[src/rtl/wpsc_pkg.sv]
package wpsc_pkg;
   localparam int SB_WPEN = 7;
   localparam int SB_IPL  = 6;
   localparam int SB_ZERO = 5;
   localparam int SB_LIP  = 4;
   localparam int SB_BPH  = 3;
   localparam int SB_BPL  = 2;
   localparam int SB_WEL  = 1;
   localparam int SB_BUSY = 0;

   typedef enum logic [1:0] {
      BP_NONE    = 2'b00,
      BP_QUARTER = 2'b01,
      BP_HALF    = 2'b10,
      BP_FULL    = 2'b11
   } bp_mode_e;
endpackage

[src/rtl/wpsc_range_lock.sv]
module wpsc_range_lock #(
   parameter int ADDR_W = 15
) (
   input  logic [1:0]        bp_mode,
   input  logic [ADDR_W-1:0] addr,
   output logic              locked
);
   import wpsc_pkg::*;
   localparam logic [ADDR_W-1:0] HALF_BASE    = ADDR_W'(1) << (ADDR_W-1);
   localparam logic [ADDR_W-1:0] QUARTER_BASE = ADDR_W'(3) << (ADDR_W-2);

   generate
      if (ADDR_W < 2) begin : g_bad_width
         $error("wpsc_range_lock: ADDR_W must be at least 2");
      end
   endgenerate

   always_comb begin
      unique case (bp_mode_e'(bp_mode))
         BP_NONE:    locked = 1'b0;
         BP_QUARTER: locked = (addr >= QUARTER_BASE);
         BP_HALF:    locked = (addr >= HALF_BASE);
         default:    locked = 1'b1;
      endcase
   end
endmodule

[src/rtl/wpsc_busy_timer.sv]
module wpsc_busy_timer #(
   parameter int CYCLES = 8
) (
   input  logic clk,
   input  logic rst_n,
   input  logic start,
   output logic busy,
   output logic finish
);
   localparam int CNT_W = $clog2(CYCLES + 1);

   generate
      if (CYCLES < 1) begin : g_bad_cycles
         $error("wpsc_busy_timer: CYCLES must be at least 1");
      end
      if (CYCLES == 1) begin : g_single
         logic busy_q;
         always_ff @(posedge clk or negedge rst_n) begin
            if (!rst_n)     busy_q <= 1'b0;
            else if (start) busy_q <= 1'b1;
            else            busy_q <= 1'b0;
         end
         assign busy   = busy_q;
         assign finish = busy_q;
      end else begin : g_count
         logic [CNT_W-1:0] cnt_q;
         always_ff @(posedge clk or negedge rst_n) begin
            if (!rst_n)              cnt_q <= '0;
            else if (start)          cnt_q <= CNT_W'(CYCLES);
            else if (cnt_q != '0)    cnt_q <= cnt_q - 1'b1;
         end
         assign busy   = (cnt_q != '0);
         assign finish = (cnt_q == CNT_W'(1));
      end
   endgenerate

   assert_start_busy_R2: assert property (@(posedge clk) disable iff (!rst_n)
      start |=> busy);
   assert_hold_busy_R2: assert property (@(posedge clk) disable iff (!rst_n)
      (busy && !finish) |=> busy);
   assert_end_idle_R2: assert property (@(posedge clk) disable iff (!rst_n)
      (finish && !start) |=> !busy);
endmodule

[src/rtl/wpsc_status_reg.sv]
module wpsc_status_reg #(
   parameter logic       RST_WPEN = 1'b0,
   parameter logic [1:0] RST_BP   = 2'b00,
   parameter logic       RST_LIP  = 1'b0
) (
   input  logic       clk,
   input  logic       rst_n,
   input  logic       sr_load,
   input  logic       wpen_d,
   input  logic       ipl_d,
   input  logic       lip_d,
   input  logic [1:0] bp_d,
   input  logic       set_wel,
   input  logic       clr_wel,
   input  logic       clr_ipl,
   output logic       wpen,
   output logic       ipl,
   output logic       lip,
   output logic [1:0] bp,
   output logic       wel
);
   logic both_set;
   assign both_set = ipl_d & lip_d;

   always_ff @(posedge clk or negedge rst_n) begin
      if (!rst_n) begin
         wpen <= RST_WPEN;
         bp   <= RST_BP;
      end else if (sr_load) begin
         wpen <= wpen_d;
         bp   <= bp_d;
      end
   end

   always_ff @(posedge clk or negedge rst_n) begin
      if (!rst_n)                    lip <= RST_LIP;
      else if (sr_load && !both_set) lip <= lip | lip_d;
   end

   always_ff @(posedge clk or negedge rst_n) begin
      if (!rst_n)                    ipl <= 1'b0;
      else if (sr_load && !both_set) ipl <= ipl_d;
      else if (clr_ipl)              ipl <= 1'b0;
   end

   always_ff @(posedge clk or negedge rst_n) begin
      if (!rst_n)       wel <= 1'b0;
      else if (clr_wel) wel <= 1'b0;
      else if (set_wel) wel <= 1'b1;
   end

   assert_lock_sticky_R8: assert property (@(posedge clk) disable iff (!rst_n)
      lip |=> lip);
   assert_both_set_R9: assert property (@(posedge clk) disable iff (!rst_n)
      (sr_load && both_set && !clr_ipl) |=> ($stable(ipl) && $stable(lip)));
   assert_cfg_hold_R6: assert property (@(posedge clk) disable iff (!rst_n)
      !sr_load |=> ($stable(wpen) && $stable(bp)));
endmodule

[src/rtl/wp_status_ctrl.sv]
module wp_status_ctrl #(
   parameter int         ADDR_W      = 15,
   parameter int         BUSY_CYCLES = 8,
   parameter logic       RST_WPEN    = 1'b0,
   parameter logic [1:0] RST_BP      = 2'b00,
   parameter logic       RST_LIP     = 1'b0
) (
   input  logic              clk,
   input  logic              rst_n,
   input  logic              wp_n,
   input  logic              cmd_wren,
   input  logic              cmd_wrdi,
   input  logic              sr_wr_req,
   input  logic [7:0]        sr_wr_data,
   input  logic              arr_wr_req,
   input  logic [ADDR_W-1:0] arr_wr_addr,
   input  logic              rd_done,
   output logic [7:0]        status_byte,
   output logic              wr_grant,
   output logic              wr_reject,
   output logic              busy
);
   import wpsc_pkg::*;

   logic       wpen, ipl, lip, wel, finish, locked, hw_lock;
   logic [1:0] bp;
   logic       sel_sr, sel_arr, sel_en, sel_dis;
   logic       grant_sr, grant_arr, op_arr_q;
   logic [2:0] sr_data_unused;

   assign sr_data_unused = {sr_wr_data[SB_ZERO], sr_wr_data[SB_WEL], sr_wr_data[SB_BUSY]};

   // one request per cycle, fixed priority
   assign sel_sr  = sr_wr_req;
   assign sel_arr = arr_wr_req & ~sr_wr_req;
   assign sel_en  = cmd_wren & ~sr_wr_req & ~arr_wr_req;
   assign sel_dis = cmd_wrdi & ~cmd_wren & ~sr_wr_req & ~arr_wr_req;

   assign hw_lock   = ~wp_n & wpen;
   assign grant_sr  = sel_sr & ~busy & wel & ~hw_lock;
   assign grant_arr = sel_arr & ~busy & wel & (ipl ? ~lip : ~locked);

   wpsc_range_lock #(.ADDR_W(ADDR_W)) range_i (
      .bp_mode (bp),
      .addr    (arr_wr_addr),
      .locked  (locked)
   );

   wpsc_busy_timer #(.CYCLES(BUSY_CYCLES)) timer_i (
      .clk    (clk),
      .rst_n  (rst_n),
      .start  (grant_sr | grant_arr),
      .busy   (busy),
      .finish (finish)
   );

   wpsc_status_reg #(.RST_WPEN(RST_WPEN), .RST_BP(RST_BP), .RST_LIP(RST_LIP)) sreg_i (
      .clk     (clk),
      .rst_n   (rst_n),
      .sr_load (grant_sr),
      .wpen_d  (sr_wr_data[SB_WPEN]),
      .ipl_d   (sr_wr_data[SB_IPL]),
      .lip_d   (sr_wr_data[SB_LIP]),
      .bp_d    (sr_wr_data[SB_BPH:SB_BPL]),
      .set_wel (sel_en & ~busy),
      .clr_wel (finish | (sel_dis & ~busy)),
      .clr_ipl ((finish & op_arr_q) | rd_done),
      .wpen    (wpen),
      .ipl     (ipl),
      .lip     (lip),
      .bp      (bp),
      .wel     (wel)
   );

   always_ff @(posedge clk or negedge rst_n) begin
      if (!rst_n) begin
         wr_grant  <= 1'b0;
         wr_reject <= 1'b0;
         op_arr_q  <= 1'b0;
      end else begin
         wr_grant  <= grant_sr | grant_arr;
         wr_reject <= (sel_sr | sel_arr) & ~(grant_sr | grant_arr);
         if (grant_sr | grant_arr) op_arr_q <= grant_arr;
      end
   end

   always_comb begin
      status_byte          = '0;
      status_byte[SB_WPEN] = wpen;
      status_byte[SB_IPL]  = ipl;
      status_byte[SB_LIP]  = lip;
      status_byte[SB_BPH:SB_BPL] = bp;
      status_byte[SB_WEL]  = wel;
      status_byte[SB_BUSY] = busy;
   end

   assert_wel_gate_R3: assert property (@(posedge clk) disable iff (!rst_n)
      ((sr_wr_req || arr_wr_req) && !status_byte[SB_WEL]) |=> wr_reject);
   assert_busy_reject_R2: assert property (@(posedge clk) disable iff (!rst_n)
      ((sr_wr_req || arr_wr_req) && busy) |=> wr_reject);
   assert_hw_lock_R5: assert property (@(posedge clk) disable iff (!rst_n)
      (sr_wr_req && !wp_n && status_byte[SB_WPEN]) |=> wr_reject);
   assert_full_lock_R4: assert property (@(posedge clk) disable iff (!rst_n)
      (arr_wr_req && !sr_wr_req && status_byte[SB_BPH:SB_BPL] == 2'b11
       && !status_byte[SB_IPL]) |=> wr_reject);
   assert_one_answer_R11: assert property (@(posedge clk) disable iff (!rst_n)
      (sr_wr_req || arr_wr_req) |=> (wr_grant != wr_reject));
   assert_no_answer_R11: assert property (@(posedge clk) disable iff (!rst_n)
      !(sr_wr_req || arr_wr_req) |=> (!wr_grant && !wr_reject));
endmodule

[config.mk]
export PLATFORM = sky130hd
export DESIGN_NAME = wp_status_ctrl
export DESIGN_NICKNAME = d
export VERILOG_FILES = /design/src/rtl/wpsc_pkg.sv /design/src/rtl/wpsc_range_lock.sv /design/src/rtl/wpsc_busy_timer.sv /design/src/rtl/wpsc_status_reg.sv /design/src/rtl/wp_status_ctrl.sv
export SDC_FILE = /design/constraint.sdc
export NUM_CORES = 1
export LEC_CHECK = 0
export ABC_AREA = 0
export BUFFER_PORTS_ARGS = -buffer_cell sky130_fd_sc_hd__buf_2
export CORE_MARGIN = 10
export CORE_UTILIZATION = 44
export DETAILED_ROUTE_END_ITERATION = 10
export PLACE_DENSITY = 0.87
export SYNTH_ARGS = -nofsm -noshare
export SYNTH_HDL_FRONTEND = slang
export SYNTH_SLANG_ARGS = --single-unit
[constraint.sdc]
create_clock -name clk -period 3.3 [get_ports clk]
set_input_delay 0.66 -clock clk [delete_from_list [all_inputs] [get_ports clk]]
set_output_delay 0.66 -clock clk [all_outputs]
set_load 0.02 [all_outputs]
# Yosys cells after proc, flatten, opt, wreduce, memory -nomap -nowiden
# Index checks and enable logic that the tools add are counted.
[totals] out_inout_bits=11 elab_cells=62 inputBits=31 register_bits=13
[classes] bitwise_logic=32 n_lt_le_gt_ge=2 n_mux=8 n_eq_ne=3 reduce_logical=7 addsub=1
[op_table] cell="$ge 15x15->1 const B" n=2
[op_table] cell="$and 1x1->1" n=18
[op_table] cell="$not 1->1" n=9
[op_table] cell="$mux 4" n=2
[op_table] cell="$reduce_bool 2->1" n=3
[op_table] cell="$mux 1" n=5
[op_table] cell="$or 1x1->1" n=5
[op_table] cell="$eq 4x1->1 const B" n=1
[op_table] cell="$reduce_bool 4->1" n=1
[op_table] cell="$sub 4x1->4 const B" n=1
[op_table] cell="$pmux 1 s3" n=1
[op_table] cell="$eq 2x1->1 const B" n=1
[op_table] cell="$eq 2x2->1 const B" n=1
[op_table] cell="$logic_not 2->1" n=1
[op_table] cell="$logic_and 1x1->1" n=1
[op_table] cell="$logic_not 1->1" n=1

# Depth between registers and ports, before layout
[logic_depth] word_depth=8 mapped_depth=7 depth_no_buf=6

# Modules after synthesis
# Synthesis repeated with hierarchy kept, for this count alone.
[unflattened] hier_cells=70 hier_area_um2=725.7
[modules_own_cells] mod="wpsc_busy_timer" seq_area_each_um2=100.1 instances=1 area_each_um2=246.5 cells_per_inst=25
[modules_own_cells] mod="wp_status_ctrl" seq_area_each_um2=75.1 instances=1 area_each_um2=241.5 cells_per_inst=26
[modules_own_cells] mod="wpsc_status_reg" seq_area_each_um2=150.1 instances=1 area_each_um2=224.0 cells_per_inst=16
[modules_own_cells] mod="wpsc_range_lock" seq_area_each_um2=0.0 instances=1 area_each_um2=13.8 cells_per_inst=3

# Least setup slack after synthesis
# No wires, ideal clock.
[synth_timing] path_type="reg-to-output" from="reg timer_i.g_count.cnt_q[0]" to="out status_byte[0]" required_time_ps=2640 arrival_ps=1388 path_buffers=2 stages_incl_launch_ff=6 path_slack_ps=1252 path_cell_list="dfrtp_1 inv_1 ha_1 or3b_1 clkbuf_2 buf_4"
[synth_via] elab_chain_cells=1
[synth_rtl] item="start, declared" line="wpsc_busy_timer.sv:26" text="logic [CNT_W-1:0] cnt_q;"
[synth_rtl] item="start signal, assigned" line="wpsc_busy_timer.sv:29" text="else if (start) cnt_q <= CNT_W'(CYCLES);"
[synth_rtl] item="start signal, assigned" line="wpsc_busy_timer.sv:30" text="else if (cnt_q != '0) cnt_q <= cnt_q - 1'b1;"
[synth_rtl] item="$reduce_bool 4->1" line="wpsc_busy_timer.sv:32" text="assign busy = (cnt_q != '0);"
[synth_rtl] item="end, declared" line="wp_status_ctrl.sv:18" text="output logic [7:0] status_byte,"
# Every way passes these cells.

# Final worst setup path
# Same ends and word-level chain as after synthesis.

==> results.md <==
* Setup slack of the critical path after layout at 0.9164 ns
* Max Root-Sink Buffers at 2
* Number of enable flip-flop cells after synthesis at 0
* Share of the cycle needed by the critical path after routing at 72.23%
* Die Ht at 59.98 um
* Min-Delay Path Class: in2async
* Total core area at 1506 um^2
* Fraction of the yosys area taken by sequential cells at 46.26%
* Total global-route track usage at 9.013%
* Met2 demand-to-capacity share in global routing at 13.97%
* Number of antenna violations at the first check in global routing at 0
* Fin Clk Skew at 0.0009641 ns
* Iteration count of the initial detailed-routing pass at 4
* # rows at 14
* Number of remaining DRC errors at 0
* Max-cap viol count at 0
* H-tree lvl count at 1
* Final worst path period need at 2.384 ns
* Cts repair resizes at 0
* Via count of the first global-routing pass at 577
* Critical setup path kind: reg2out
* Clock Tree Root: clkbuf_4
* Global-route met3 utilization at 3.814%
* Final count of negative-setup-slack endpoints at 0
* Most used routing layer in global routing: met2
* Max IR drop VDD at 0.3321 mV
* GR Layer Usage met1 at 9.828%
* Area growth, synth to finish at 16.55%
* Final hold vios at 0
* Synth Area per Inst at 10.19 um^2
* Crit-path max FO at 7
* Synthesized instance count at 69
* Placed cell count at 102
* Commonest register cell after synthesis: dfrtp_1
* Layout cells sized above 1 at 34.44%
* Crit path required time at 2.64 ns
* Number of max-slew violations in the final report at 0
* Final instance count without filler cells at 106
* Portion of synthesized cell area occupied by the leading cell type at 46.26%
* Number of diodes added for antenna fixing at 0
* Library cell with the highest instance count after synthesis: dfrtp_1
* Die ar. at 3597 um^2
* Via total after detailed routing at 570
* Achievable frequency at 0.4195 GHz
* Power density over the cells at 734.4 nW/um^2
* Antenna-violating nets left at 0
* Status: complete, no violations
* Dominant cell type by area after synthesis: dfrtp_1
* Warnings from Yosys at 0
* Final net count at 125
* Leading post-synthesis cells by instance count: 13 x dfrtp_1, 6 x buf_4
* Number of vias per cell after detailed routing at 5.377
* Setup TNS at 0 ns
* Leakage component of the power at 0.4074 nW
* HPWL after detailed placement at 1310 um
* Register bit count reported by yosys at 13
* Number of violations reported at the end of detailed-routing iteration 0 at 12
* Global-route wire length before repair at 2484 um
* Startpoint class of the critical path: register
* Count of distinct cell types in the synthesized netlist at 30
* Post-CTS Setup Inserts at 0
* Clock tree from TritonCTS: done
* Count of clock tree sinks at 13
* Fraction of registers with async set or reset after synthesis at 100.0%
* Pwr Total at 0.6019 mW
* Worst setup slack for register-to-register paths at 1.20 ns
* Mapped cell area at 703.2 um^2
* Worst endpoint data arrival time at 1.72 ns
* Final estimated routing congestion in global placement at 0.8639
* Post-placement setup slack at 1.200 ns
* Routed length per placed instance at 14.83 um
* Count of input and output buffers at 24
* Worst-skew pair later-pin latency at 0.28 ns
* Hold bufs inserted after CTS at 0
* I/O Pins at 42
* Maximum number of pins on one net before global-route repair at 14
* Dominant cells by area after synthesis: dfrtp_1 46%, buf_4 6.4%, ha_1 5.3%
* Remaining Overflow, GRT at 0
* Total detailed-routing wirelength at 1572 um
* RSZ-0062 raised after global routing: false
* Clock transition at path regs at 0.08 ns
* Post-Route Utilization at 54.40%
* Synth Net Count at 103
* Initial Util at 46.68%
* Chip width at 59.98 um
* Number of buffers created by CTS at 3
* CP Capture Type: output pin
* Worst Reg-to-Reg Cells at 6
## registers in the layout, summed over array words and instances (netlist names)
name / count
sreg_i.wel: 1
wr_grant: 1
sreg_i.bp: 2
sreg_i.lip: 1
sreg_i.ipl: 1
wr_reject: 1
timer_i.g_count.cnt_q: 4
op_arr_q: 1
sreg_i.wpen: 1
## where the power goes
group,switching [mW],internal (mW),leakage (nW)
combinational,0.143,0.105,0.231
clock,0.0529,0.0469,0.0150
sequential,0.0416,0.212,0.162
## kinds of logic (layout without fill, tap and decap cells)
family	after synthesis	count (layout)	synth area share, %
muxes	3	3	4.804
AOI/OAI and AO/OA	18	18	17.44
buffers and inverters	11	32	9.251
DFF	13	13	46.26
xor gates and xnor gates	1	1	1.246
and+or+nand+nor	19	19	15.13
adders and majority gates	3	3	5.339
other	1	1	0.5333
## worst max-delay path: stages (launching register included)
cell     delay (ns)
dfrtp_1        0.42
inv_1          0.11
ha_1           0.24
or3b_1         0.47
buf_2          0.21
## cell type report
class / count / area (um^2)
fillers: 151 / 686.9
well taps: 16 / 20.02
clock buffers: 4 / 26.28
repair buffers: 24 / 120.1
inverters: 4 / 15.01
multi-input cells: 45 / 312.8
flip-flops and latches: 13 / 325.3
## metal layers
metal / wire (um) / vias to the layer above / share of wire (%)
li1: - / 284 / -
met3: 140 / 4 / 8.9
met1: 661 / 263 / 42
met5: 0 / - / 0
met2: 731 / 19 / 47
met4: 38 / 0 / 2.4
## stage by stage
step           hold slack, ns  instance area (um^2)
6_report               0.2504                 819.5
5_1_grt                0.2623                 819.5
4_1_cts                0.2599                 819.5
3_5_place_dp           0.5059                 793.3
3_3_place_gp           0.4985                 793.3
2_1_floorplan          0.3644                 703.2
## path summary, 6_finish.rpt
| path | start | end |
|---|---|---|
| setup reg to reg | timer_i.g_count.cnt_q[0] | sreg_i.wel |
| min in group clk | op_arr_q | op_arr_q |
| setup / recovery | timer_i.g_count.cnt_q[0] | status_byte[0] |
| max in group asynchronous | rst_n | timer_i.g_count.cnt_q[1] |
| hold reg to reg | op_arr_q | op_arr_q |
| hold / removal | rst_n | sreg_i.lip |
## cell usage in the layout (no fill, tap or decap), types with 2 or more instances in the layout
cell type,instances
a211oi_1,2
nand3_1,2
nand4_1,2
inv_1,4
ha_1,3
nor2_1,4
nor3_1,2
clkbuf_4,3
a21oi_1,4
o21ai_0,4
mux2_2,3
buf_2,24
dfrtp_1,13
nand2b_1,2
nand2_1,2
Note: power is estimated with default switching activity, not from simulation.
